[src/rtl/sdram_burst_colgen.sv]
module sdram_burst_colgen #(
  parameter int COL_W = 8
) (
  input  logic             clk,
  input  logic             rst_n,
  input  logic             start,
  input  logic [COL_W-1:0] start_col,
  input  logic [2:0]       len_sel,
  input  logic             ilv_mode,
  input  logic             wr_op,
  input  logic             single_wr,
  input  logic             stop,
  output logic [COL_W-1:0] col,
  output logic             valid,
  output logic             last
);
  localparam logic [COL_W-1:0] ONES = '1;

  logic [2:0]       eff_sel;
  logic [COL_W-1:0] sel_mask;
  logic [COL_W-1:0] base_r, cnt_r, mask_r;
  logic             ilv_r, full_r, valid_r;

  assign eff_sel = (wr_op && single_wr) ? 3'd0 : len_sel;

  always_comb begin
    case (eff_sel)
      3'd1:    sel_mask = COL_W'(1);
      3'd2:    sel_mask = COL_W'(3);
      3'd3:    sel_mask = COL_W'(7);
      3'd7:    sel_mask = ONES;
      default: sel_mask = '0;
    endcase
  end

  always_ff @(posedge clk) begin
    if (!rst_n) begin
      valid_r <= 1'b0;
      base_r  <= '0;
      cnt_r   <= '0;
      mask_r  <= '0;
      ilv_r   <= 1'b0;
      full_r  <= 1'b0;
    end else if (start) begin
      valid_r <= 1'b1;
      base_r  <= start_col;
      cnt_r   <= '0;
      mask_r  <= sel_mask;
      full_r  <= (eff_sel == 3'd7);
      ilv_r   <= ilv_mode && (eff_sel inside {3'd1, 3'd2, 3'd3});
    end else if (valid_r) begin
      if (stop || last) valid_r <= 1'b0;
      else              cnt_r   <= cnt_r + 1'b1;
    end
  end

  assign col   = (base_r & ~mask_r) |
                 ((ilv_r ? (base_r ^ cnt_r) : (base_r + cnt_r)) & mask_r);
  assign valid = valid_r;
  assign last  = valid_r && !full_r && (cnt_r == mask_r);
endmodule


[config.mk]
export PLATFORM = sky130hd
export DESIGN_NAME = sdram_burst_colgen
export DESIGN_NICKNAME = d
export VERILOG_FILES = /design/src/rtl/sdram_burst_colgen.sv
export SDC_FILE = /design/constraint.sdc
export NUM_CORES = 1
export LEC_CHECK = 0
export ABC_AREA = 1
export BUFFER_PORTS_ARGS = -buffer_cell sky130_fd_sc_hd__buf_2
export CORE_ASPECT_RATIO = 1.2
export CORE_MARGIN = 1.5
export CORE_UTILIZATION = 45
export CTS_CLUSTER_SIZE = 16
export DETAILED_ROUTE_END_ITERATION = 8
export GPL_TIMING_DRIVEN = 0
export PLACE_DENSITY = 0.67
export SYNTH_ARGS = -nofsm -noshare
export SYNTH_HDL_FRONTEND = slang
export SYNTH_SLANG_ARGS = --single-unit
[constraint.sdc]
create_clock -name clk -period 2.2 [get_ports clk]
set_input_delay 0.11 -clock clk [delete_from_list [all_inputs] [get_ports clk]]
set_output_delay 0.11 -clock clk [all_outputs]
set_load 0.1 [all_outputs]
**Yosys cells after proc, flatten, opt, wreduce, memory -nomap -nowiden**

Index checks and enable logic that the tools add are counted.

- Reductions and logical operators: 9
- $add $sub $neg: 2
- Eq/ne operators: 5
- Bitwise logic cells: 7
- Mux-type cells: 6

Operators with widths:

| operator | number |
|---|---|
| one-hot mux 8 bit (4 select lines) | 1 |
| bitwise AND 8 bit | 2 |
| adder 8 x 1 -> 8 bit (second input constant) | 1 |
| adder 8 bit | 1 |
| equality test 8 bit | 1 |
| 2-to-1 mux 8 bit | 1 |
| NOT 8 bit | 1 |
| bitwise OR 8 bit | 1 |
| XOR 8 bit | 1 |
| equality test 3 x 2 -> 1 bit (second input constant) | 2 |
| logical AND 1 bit | 4 |
| equality test 3 x 1 -> 1 bit (second input constant) | 1 |
| equality test 3 bit (second input constant) | 1 |
| 2-to-1 mux 1 bit | 3 |
| 2-to-1 mux 3 bit | 1 |
| nonzero test 3 bit | 1 |
| NOT 1 bit | 2 |
| AND reduction 2 bit | 1 |
| OR reduction 2 bit | 1 |
| logical NOT 1 bit | 1 |
| logical OR 1 bit | 1 |

- Register bits after elaboration: 27
- Word-level logic and storage cells: 35
- Output and inout port bits: 10

**Longest topological paths before layout**

Gate-level depths: netlist of the first run.

- Depth after elaboration: 7
- Depth in mapped cells: 11

**Worst setup path after synthesis of the first run**

OpenSTA, ideal clock, no wires.

- Kind: register to output
- Start: register cnt_r[0]
- End: output col[4]
- Required time: 2.090 ns
- Setup slack: -1.432 ns
- Arrival: 3.522 ns
- Path buffers: 0
- Cell stages (with the launch flop): 8
- Cell sequence: dfxtp_1 -> ha_1 -> inv_1 -> fa_1 -> o21ai_0 -> nand2_1 -> xor2_1 -> o21ai_0

- Longest elaborated chain between the ends: 4

RTL lines:

| element | line | RTL |
|---|---|---|
| from (decl) | 21 | `logic [COL_W-1:0] base_r, cnt_r, mask_r;` |
| from (signal assigned) | 53 | `else cnt_r <= cnt_r + 1'b1;` |
| adder 8 bit | 58 | `((ilv_r ? (base_r ^ cnt_r) : (base_r + cnt_r)) & mask_r);` |
| 2-to-1 mux 8 bit | 58 |  |
| bitwise AND 8 bit | 58 |  |
| bitwise OR 8 bit | 57 | `assign col = (base_r & ~mask_r) \|` |
| to (decl) | 13 | `output logic [COL_W-1:0] col,` |

Every way passes these cells.

**Final worst setup path of the first run**

- Start: register cnt_r[0]
- End: output col[6]

Same word-level chain as after synthesis.

==> results.md, run 1 <==
- Net count after synthesis: 260
- Post-synth top area cell: dfxtp_1
- Placer Congestion: 0.813
- # diodes: 0
- Post-DR wirelength/cell: 11.3 microns
- Max IR drop VDD: 0.394 mV
- CP Launch Type: flip-flop
- Antenna-violating nets left: 0
- Mapped Area: 1480 sq um
- YS warnings: 0
- Top cells by area, synth: dfxtp_1 30%, nand2_1 15%, inv_1 8.6%
- WP data arrival: 2.01 ns
- Slew headroom: 0.653
- DP Worst Slack: -0.0224 ns
- Clock skew: 0.00373 ns
- Layout area overhead: 22.8%
- Post-synth EDFFs: 0
- Die area: 3640 sq um
- Critical path type: flip-flop to output port
- Core ar.: 3110 sq um
- DRT Wirelength: 3390 microns
- #FFs+latches synth: 22
- Worst-path maximum fanout: 5
- Pin count of the biggest net entering global routing: 13
- Reg area: 450 sq um
- Power Total: 0.939 mW
- Io pins: 28
- CTS buffer count: 3
- Clock transition at the registers of the reported paths: 0.13 ns
- First-pass GRT wire length: 5860 microns
- Filler instances: 313
- Synth top area share: 0.298
- CTS root buf: clkbuf_4
- Class of the worst hold path: primary input to flip-flop
- Share of cells above drive strength 1: 0.223
- # nets final: 292
- CTS tree: built
- RSZ-0062 raised after global routing: yes
- Initial antenna violation count: 0
- Crit. End Element: output port
- Syn_area_per_cell: 6.35 sq um
- Die Wd: 55.4 microns
- Final setup margin: 0.0829 ns
- Measured slew at the worst slew-check pin: 0.518 ns
- Final Cell Area: 1820 sq um
- Register area share after synthesis: 0.298
- Worst-Skew Late Latency: 0.32 ns
- Initial Util: 0.476
- Outcome: completed
- Gate Count Post-Synth: 233
- Required @ worst endpoint: 2.09 ns
- Multi-input gate area: 927 sq um
- Fmax: 0.472 GHz
- Htree depth: 1
- Fin cells: 300
- Post-placement cell area: 1670 sq um
- Detailed Routing Iterations Pass 1: 5
- Clock Sinks: 22
- Clock period minus final worst setup slack: 2.12 ns
- Grt total ovfl: 0
- Vias in the first global route: 1396
- Dpl hpwl: 2560 microns
- Max clock buf depth: 2
- Via/cell ratio: 5.08
- Fin. Hold Viols: 0
- Setup Viol. Count Final: 0
- Slew Limit Fails: 0
- Placed Cells: 295
- Gr usage total: 0.199
- Top-count cell post-synth: nand2_1
- Asr flop ratio synth: 0
- Unique masters post-synth: 25
- PD cells: 517 nW/um^2
- Drt first-iter violations: 43
- # Max-Cap Violations: 0
- Die extent in y: 65.8 microns
- DRC: 0
- Synth top cells by count: 58 x nand2_1, 34 x inv_1, 34 x nor2_1
- Via count: 1525
- Pleak: 0.879 nW
- Crit share post-route: 0.962
- Post-synth top flop: dfxtp_1
- Row cnt: 22
- I/O Buffers: 26
-- placed cells by master, fill, tap and decap left out, types with 2 or more instances in the layout --
cell type	n
nor2_2	3
nand3_2	4
buf_2	20
dfxtp_2	5
a21oi_1	7
xor2_1	3
buf_12	2
nor2_1	34
o21ai_2	5
xnor2_1	2
inv_2	2
buf_6	2
buf_4	5
ha_4	2
nand4_1	10
dfxtp_1	16
inv_1	33
nand3b_1	2
clkbuf_4	3
ha_1	6
o21ai_0	15
o22ai_1	2
nand2_1	57
nand3_1	13
-- cell type report --
type / instances / area share
buffer: 5 / 0.0200
clock buffer: 4 / 0.0200
inverter: 36 / 0.0743
multi-input combinational: 170 / 0.510
sequential: 22 / 0.248
tap: 36 / 0.0248
timing repair buffer: 27 / 0.103
-- stage by stage --
step	util	hold slack, ns	TNS (ns)
final	0.584	0.00451	0
after global routing	0.584	0.0333	-0.0379
after CTS	0.566	0.00648	-0.0132
after detailed placement	0.538	0.338	-0.0429
after global placement	0.538	0.333	-0.0604
after floorplan	-	0.245	-0.150
-- layer usage --
metal,track usage,up-vias,wire (microns)
met4,0.0823,0,76
met3,0.0215,6,95
li1,-,817,-
met2,0.347,24,1650
met1,0.251,678,1570
met5,0,-,0
-- flip-flops by register name (all words and copies together) (netlist names) --
name / count
mask_r: 4
base_r: 8
valid: 1
ilv_r: 1
cnt_r: 8
-- logic make-up after synthesis --
kind of cell | count (synthesis) | synth area share
AND/OR/NAND/NOR | 125 | 0.366
buffers and inverters | 41 | 0.116
AO/OA/AOI/OAI | 31 | 0.110
flip-flops | 22 | 0.298
adder cells (fa/ha/maj) | 9 | 0.0812
XOR/XNOR | 5 | 0.0296
-- repair_timing --
action,in CTS,in global routing
resized for setup,17,13
gates cloned,0,0
pin swaps,1,6
setup buffers,0,1
hold buffers,0,0
endpoints found under the setup margin,7,7
-- worst paths after layout --
check | start | end | slack [ns] | depth (start not counted)
setup / recovery | cnt_r[0] | col[6] | 0.08 | 10
hold / removal | start_col[3] | base_r[3] | 0.005 | 3
setup reg to reg | cnt_r[5] | cnt_r[0] | 0.87 | 8
hold reg to reg | base_r[7] | base_r[7] | 0.48 | 2
-- critical path: stages, from the launching register on --
cell and delay, ns:
dfxtp_4 0.40, ha_4 0.13, inv_2 0.04, fa_2 0.36, o21ai_2 0.16, nand3b_1 0.13, nand2_1 0.10, nand2_1 0.06
nand3_2 0.08, nand2_2 0.07, buf_12 0.16
-- where the power goes --
group	internal, mW	total [mW]	switching, mW
Combinational	0.0800	0.274	0.194
Clock	0.101	0.231	0.130
Sequential	0.415	0.434	0.0186
Total	0.596	0.939	0.343
Power figures use the tool's default switching activity.
==> run 2, diff against run 1 <==
==> constraint.sdc (replaced) <==
create_clock -name clk -period 2.7 [get_ports clk]
set_input_delay 0.135 -clock clk [delete_from_list [all_inputs] [get_ports clk]]
set_output_delay 0.135 -clock clk [all_outputs]
set_load 0.1 [all_outputs]
==> results.md, run 2 (synthesized netlist as in run 1, its figures left out) <==
- Outcome: completed
- Pleak: 0.842 nW
- Fin. Hold Viols: 0
- Measured slew at the worst slew-check pin: 0.520 ns
- Initial Util: 0.476
- Max IR drop VDD: 0.307 mV
- Max clock buf depth: 2
- Grt total ovfl: 0
- Worst-path maximum fanout: 6
- Layout area overhead: 13.7%
- PD cells: 418 nW/um^2
- Setup_tns: 0 ns
- Die extent in y: 65.8 microns
- Drt first-iter violations: 40
- Via/cell ratio: 4.87
- CP Launch Type: flip-flop
- Setup Fix Bufs, Post-CTS: 0
- Initial antenna violation count: 0
- Fmax: 0.400 GHz
- Row cnt: 22
- Worst-Skew Late Latency: 0.30 ns
- # nets final: 291
- Clock Sinks: 22
- DRC: 0
- Share of cells above drive strength 1: 0.149
- Crit share post-route: 0.927
- Vias in the first global route: 1397
- Class of the worst hold path: primary input to flip-flop
- Most frequent cells in the layout: 58 x nand2_1, 34 x inv_1, 34 x nor2_1
- Crit. End Element: output port
- # diodes: 0
- Core ar.: 3110 sq um
- Die area: 3640 sq um
- Die Wd: 55.4 microns
- Clock transition at the registers of the reported paths: 0.12 ns
- Antenna-violating nets left: 0
- First-pass GRT wire length: 6000 microns
- Critical path type: flip-flop to output port
- CTS buffer count: 3
- CTS tree: built
- Placer Congestion: 0.801
- I/O Buffers: 26
- Top Registers: base_r x8, cnt_r x8, mask_r x4
- Detailed Routing Iterations Pass 1: 6
- Power Total: 0.704 mW
- Dpl hpwl: 2570 microns
- Via count: 1451
- WP data arrival: 2.37 ns
- DRT Wirelength: 3270 microns
- # Max-Cap Violations: 0
- Io pins: 28
- Required @ worst endpoint: 2.57 ns
- Most common cell after layout, fill and taps aside: nand2_1
- Clock skew: 0.00350 ns
- Htree depth: 1
- Slew headroom: 0.652
- CTS root buf: clkbuf_4
- Setup Viol. Count Final: 0
- Post-DR wirelength/cell: 11.0 microns
- Pin count of the biggest net entering global routing: 12
- Clock period minus final worst setup slack: 2.50 ns
- CTS Hold Bufs: 0
- Slew Limit Fails: 0
- Gr usage total: 0.205
- RSZ-0062 raised after global routing: no
run 2: cell types whose count changed in the layout (fill, tap and decap cells not counted), sizes merged:
cell,delta
buf,-1
clkbuf,-1
run 2: final cells by class:
type	count	area (sq um)
timing repair buffer	26	135
fill	339	1430
buffer	5	36.3
multi-input combinational	170	868
tap	36	45.0
sequential	22	440
inverter	36	135
clock buffer	3	22.5
run 2: repair_timing:
| item | in CTS | in global routing |
|---|---|---|
| endpoints found under the hold margin | 0 | 0 |
| setup endpoints to repair | 0 | 2 |
| gates resized for setup | 0 | 4 |
run 2: where the power goes:
| group | internal [mW] | total (mW) | switching, mW |
|---|---|---|---|
| registers | 0.338 | 0.352 | 0.0133 |
| clock network | 0.0520 | 0.149 | 0.0966 |
| logic | 0.0508 | 0.204 | 0.153 |
| total | 0.441 | 0.704 | 0.263 |
run 2: layer usage:
metal  wire length [microns]  part of all wire  global-route usage
met1                    1570              0.48               0.251
met2                    1600              0.49               0.378
met3                      70             0.021              0.0176
met4                      25            0.0077              0.0701
met5                       0                 0                   0
run 2: per-stage QoR:
step,cell area [sq um],hold slack (ns),util,cells,setup slack [ns]
after floorplan,1480,0.270,-,233,-0.201
after global placement,1660,0.359,0.532,295,0.432
after detailed placement,1660,0.364,0.532,295,0.409
after CTS,1680,0.0365,0.539,298,0.0501
after global routing,1680,0.0516,0.541,298,0.0131
final,1680,0.0451,0.541,298,0.198
run 2: worst max-delay path, stage by stage (launching register included):
cell and delay (ns):
dfxtp_1 0.46, ha_1 0.22, inv_1 0.07, fa_1 0.40
o21ai_0 0.25, nand2_1 0.10, xor2_1 0.15, o21ai_1 0.12
buf_4 0.30
run 2: worst paths after layout:
| check | start | to | slack, ns | cells past startpoint |
|---|---|---|---|---|
| setup / recovery | cnt_r[0] | col[4] | 0.20 | 8 |
| hold / removal | start_col[4] | base_r[4] | 0.05 | 3 |
| setup reg to reg | cnt_r[2] | cnt_r[0] | 1.38 | 9 |
| hold reg to reg | base_r[7] | base_r[7] | 0.48 | 2 |
==> run 3, diff against run 2 <==
--- a/config.mk
+++ b/config.mk
@@ -6,14 +6,14 @@
 export NUM_CORES = 1
 export LEC_CHECK = 0
 export ABC_AREA = 1
-export BUFFER_PORTS_ARGS = -buffer_cell sky130_fd_sc_hd__buf_2
 export CORE_ASPECT_RATIO = 1.2
 export CORE_MARGIN = 1.5
 export CORE_UTILIZATION = 45
-export CTS_CLUSTER_SIZE = 16
+export CTS_CLUSTER_SIZE = 8
 export DETAILED_ROUTE_END_ITERATION = 8
+export DONT_BUFFER_PORTS = 1
 export GPL_TIMING_DRIVEN = 0
-export PLACE_DENSITY = 0.67
+export PLACE_DENSITY_LB_ADDON = 0.3
 export SYNTH_ARGS = -nofsm -noshare
 export SYNTH_HDL_FRONTEND = slang
 export SYNTH_SLANG_ARGS = --single-unit
==> results.md, run 3 (synthesized netlist as in run 1, its figures left out) <==
- Grt total ovfl: 0
- Setup Viol. Count Final: 0
- R2R Path Start: valid
- Via count: 1449
- Crit-path slowest cell: o21ai_4
- Placed Cells: 269
- Pin count of the biggest net entering global routing: 14
- Fin. Hold Viols: 0
- Required @ worst endpoint: 2.57 ns
- Detailed Routing Iterations Pass 1: 4
- Worst-Skew Late Latency: 0.32 ns
- PD cells: 474 nW/um^2
- Class of the worst hold path: primary input to flip-flop
- Htree depth: 1
- Drt first-iter violations: 49
- Crit share post-route: 0.945
- Fmax: 0.392 GHz
- CTS root buf: clkbuf_4
- Gr usage total: 0.203
- Final Cell Area: 1710 sq um
- Initial antenna violation count: 0
- Crit. Startpoint: cnt_r[0]
- CP Capture Point: col[4]
- Clock transition at the registers of the reported paths: 0.13 ns
- Slew Limit Fails: 0
- Fin cells: 283
- Reg area: 443 sq um
- Placer Congestion: 0.811
- Most common cell after layout, fill and taps aside: nand2_1
- Setup Fix Bufs, Post-CTS: 0
- Initial Util: 0.476
- Clock period minus final worst setup slack: 2.55 ns
- Post-DR wirelength/cell: 11.9 microns
- Clock Sinks: 22
- Slowest stage delay, CP: 0.59 ns
- RR Endpoint: cnt_r[0]
- Worst-path cell chain: ha_1 -> inv_1 -> fa_1 -> o21ai_1 -> nand2_1 -> xor2_1 -> o21ai_4
- Top Registers: base_r x8, cnt_r x8, mask_r x4
- Multi-input gate area: 901 sq um
- Worst-path maximum fanout: 6
- CTS buffer count: 3
- Worst r2r path cells: 7
- Core ar.: 3110 sq um
- Pleak: 0.797 nW
- RSZ-0062 raised after global routing: no
- # Max-Cap Violations: 0
- First-pass GRT wire length: 5940 microns
- # nets final: 275
- Post-placement cell area: 1540 sq um
- Via/cell ratio: 5.12
- WP data arrival: 2.42 ns
- Die Wd: 55.4 microns
- Max IR drop VDD: 0.321 mV
- Critical path type: flip-flop to output port
- Filler instances: 323
- Max clock buf depth: 2
- Measured slew at the worst slew-check pin: 1.10 ns
- Die extent in y: 65.8 microns
- CP Launch Type: flip-flop
- Vias in the first global route: 1407
- Layout area overhead: 15.7%
- Hold slack: 0.00805 ns
- DP Worst Slack: 0.137 ns
- Final setup margin: 0.149 ns
- Slew headroom: 0.266
- Fin util: 0.551
- Antenna-violating nets left: 0
- Row cnt: 22
- Setup_tns: 0 ns
- DRC: 0
- I/O Buffers: 0
- Share of cells above drive strength 1: 0.0850
- Most frequent cells in the layout: 57 x nand2_1, 34 x inv_1, 34 x nor2_1
- Crit. End Element: output port
- Power Total: 0.812 mW
- FF-to-FF setup slack: 1.07 ns
- Outcome: completed
- # diodes: 0
- CTS tree: built
- Die area: 3640 sq um
- Clock skew: 0.00264 ns
- Io pins: 28
- DRT Wirelength: 3370 microns
- Dpl hpwl: 2560 microns
run 3: how the worst min path moves through the flow:
stage	startpoint	endpoint	slack, ns	cells past startpoint
finish	len_sel[2]	mask_r[6]	0.008	2
global route	rst_n	mask_r[0]	0.0002	2
CTS	start_col[7]	base_r[7]	0.004	2
detailed placement	start_col[5]	base_r[5]	0.28	2
global placement	start_col[0]	base_r[0]	0.27	2
floorplan	start_col[0]	base_r[0]	0.27	2
run 3: repair_timing:
item	4_1_cts	5_1_grt
gates resized for setup	3	3
pin swaps	0	1
setup endpoints to repair	3	3
hold endpoints to repair	9	0
hold buffers	10	0
run 3: final cells by class:
type | instances | area share
flip-flops and latches | 22 | 0.259
plain buffers | 5 | 0.0212
clock buffers | 3 | 0.0131
multi-input cells | 170 | 0.526
inverters | 36 | 0.0789
clock inverters | 1 | 0.0175
well taps | 36 | 0.0263
repair buffers | 10 | 0.0584
run 3: per-layer routing:
| metal | wire length [microns] | track usage | up-vias |
|---|---|---|---|
| met2 | 1650 | 0.382 | 29 |
| met3 | 136 | 0.0254 | 4 |
| met5 | 0 | 0 | - |
| met1 | 1540 | 0.237 | 637 |
| met4 | 40 | 0.0671 | 0 |
| li1 | - | - | 779 |
run 3: power breakdown:
group	internal (mW)	total (mW)	switching, mW
Sequential	0.339	0.360	0.0211
Clock	0.150	0.261	0.111
Combinational	0.0456	0.191	0.145
Total	0.534	0.812	0.277
run 3: critical path: cells and delay by family, from the launching register on:
kind	cells	cell delay, ns
AO/OA/AOI/OAI	2	0.78
adder cells (fa/ha/maj)	2	0.60
flip-flops	1	0.41
XOR/XNOR	1	0.17
AND/OR/NAND/NOR	1	0.08
buffers and inverters	1	0.06
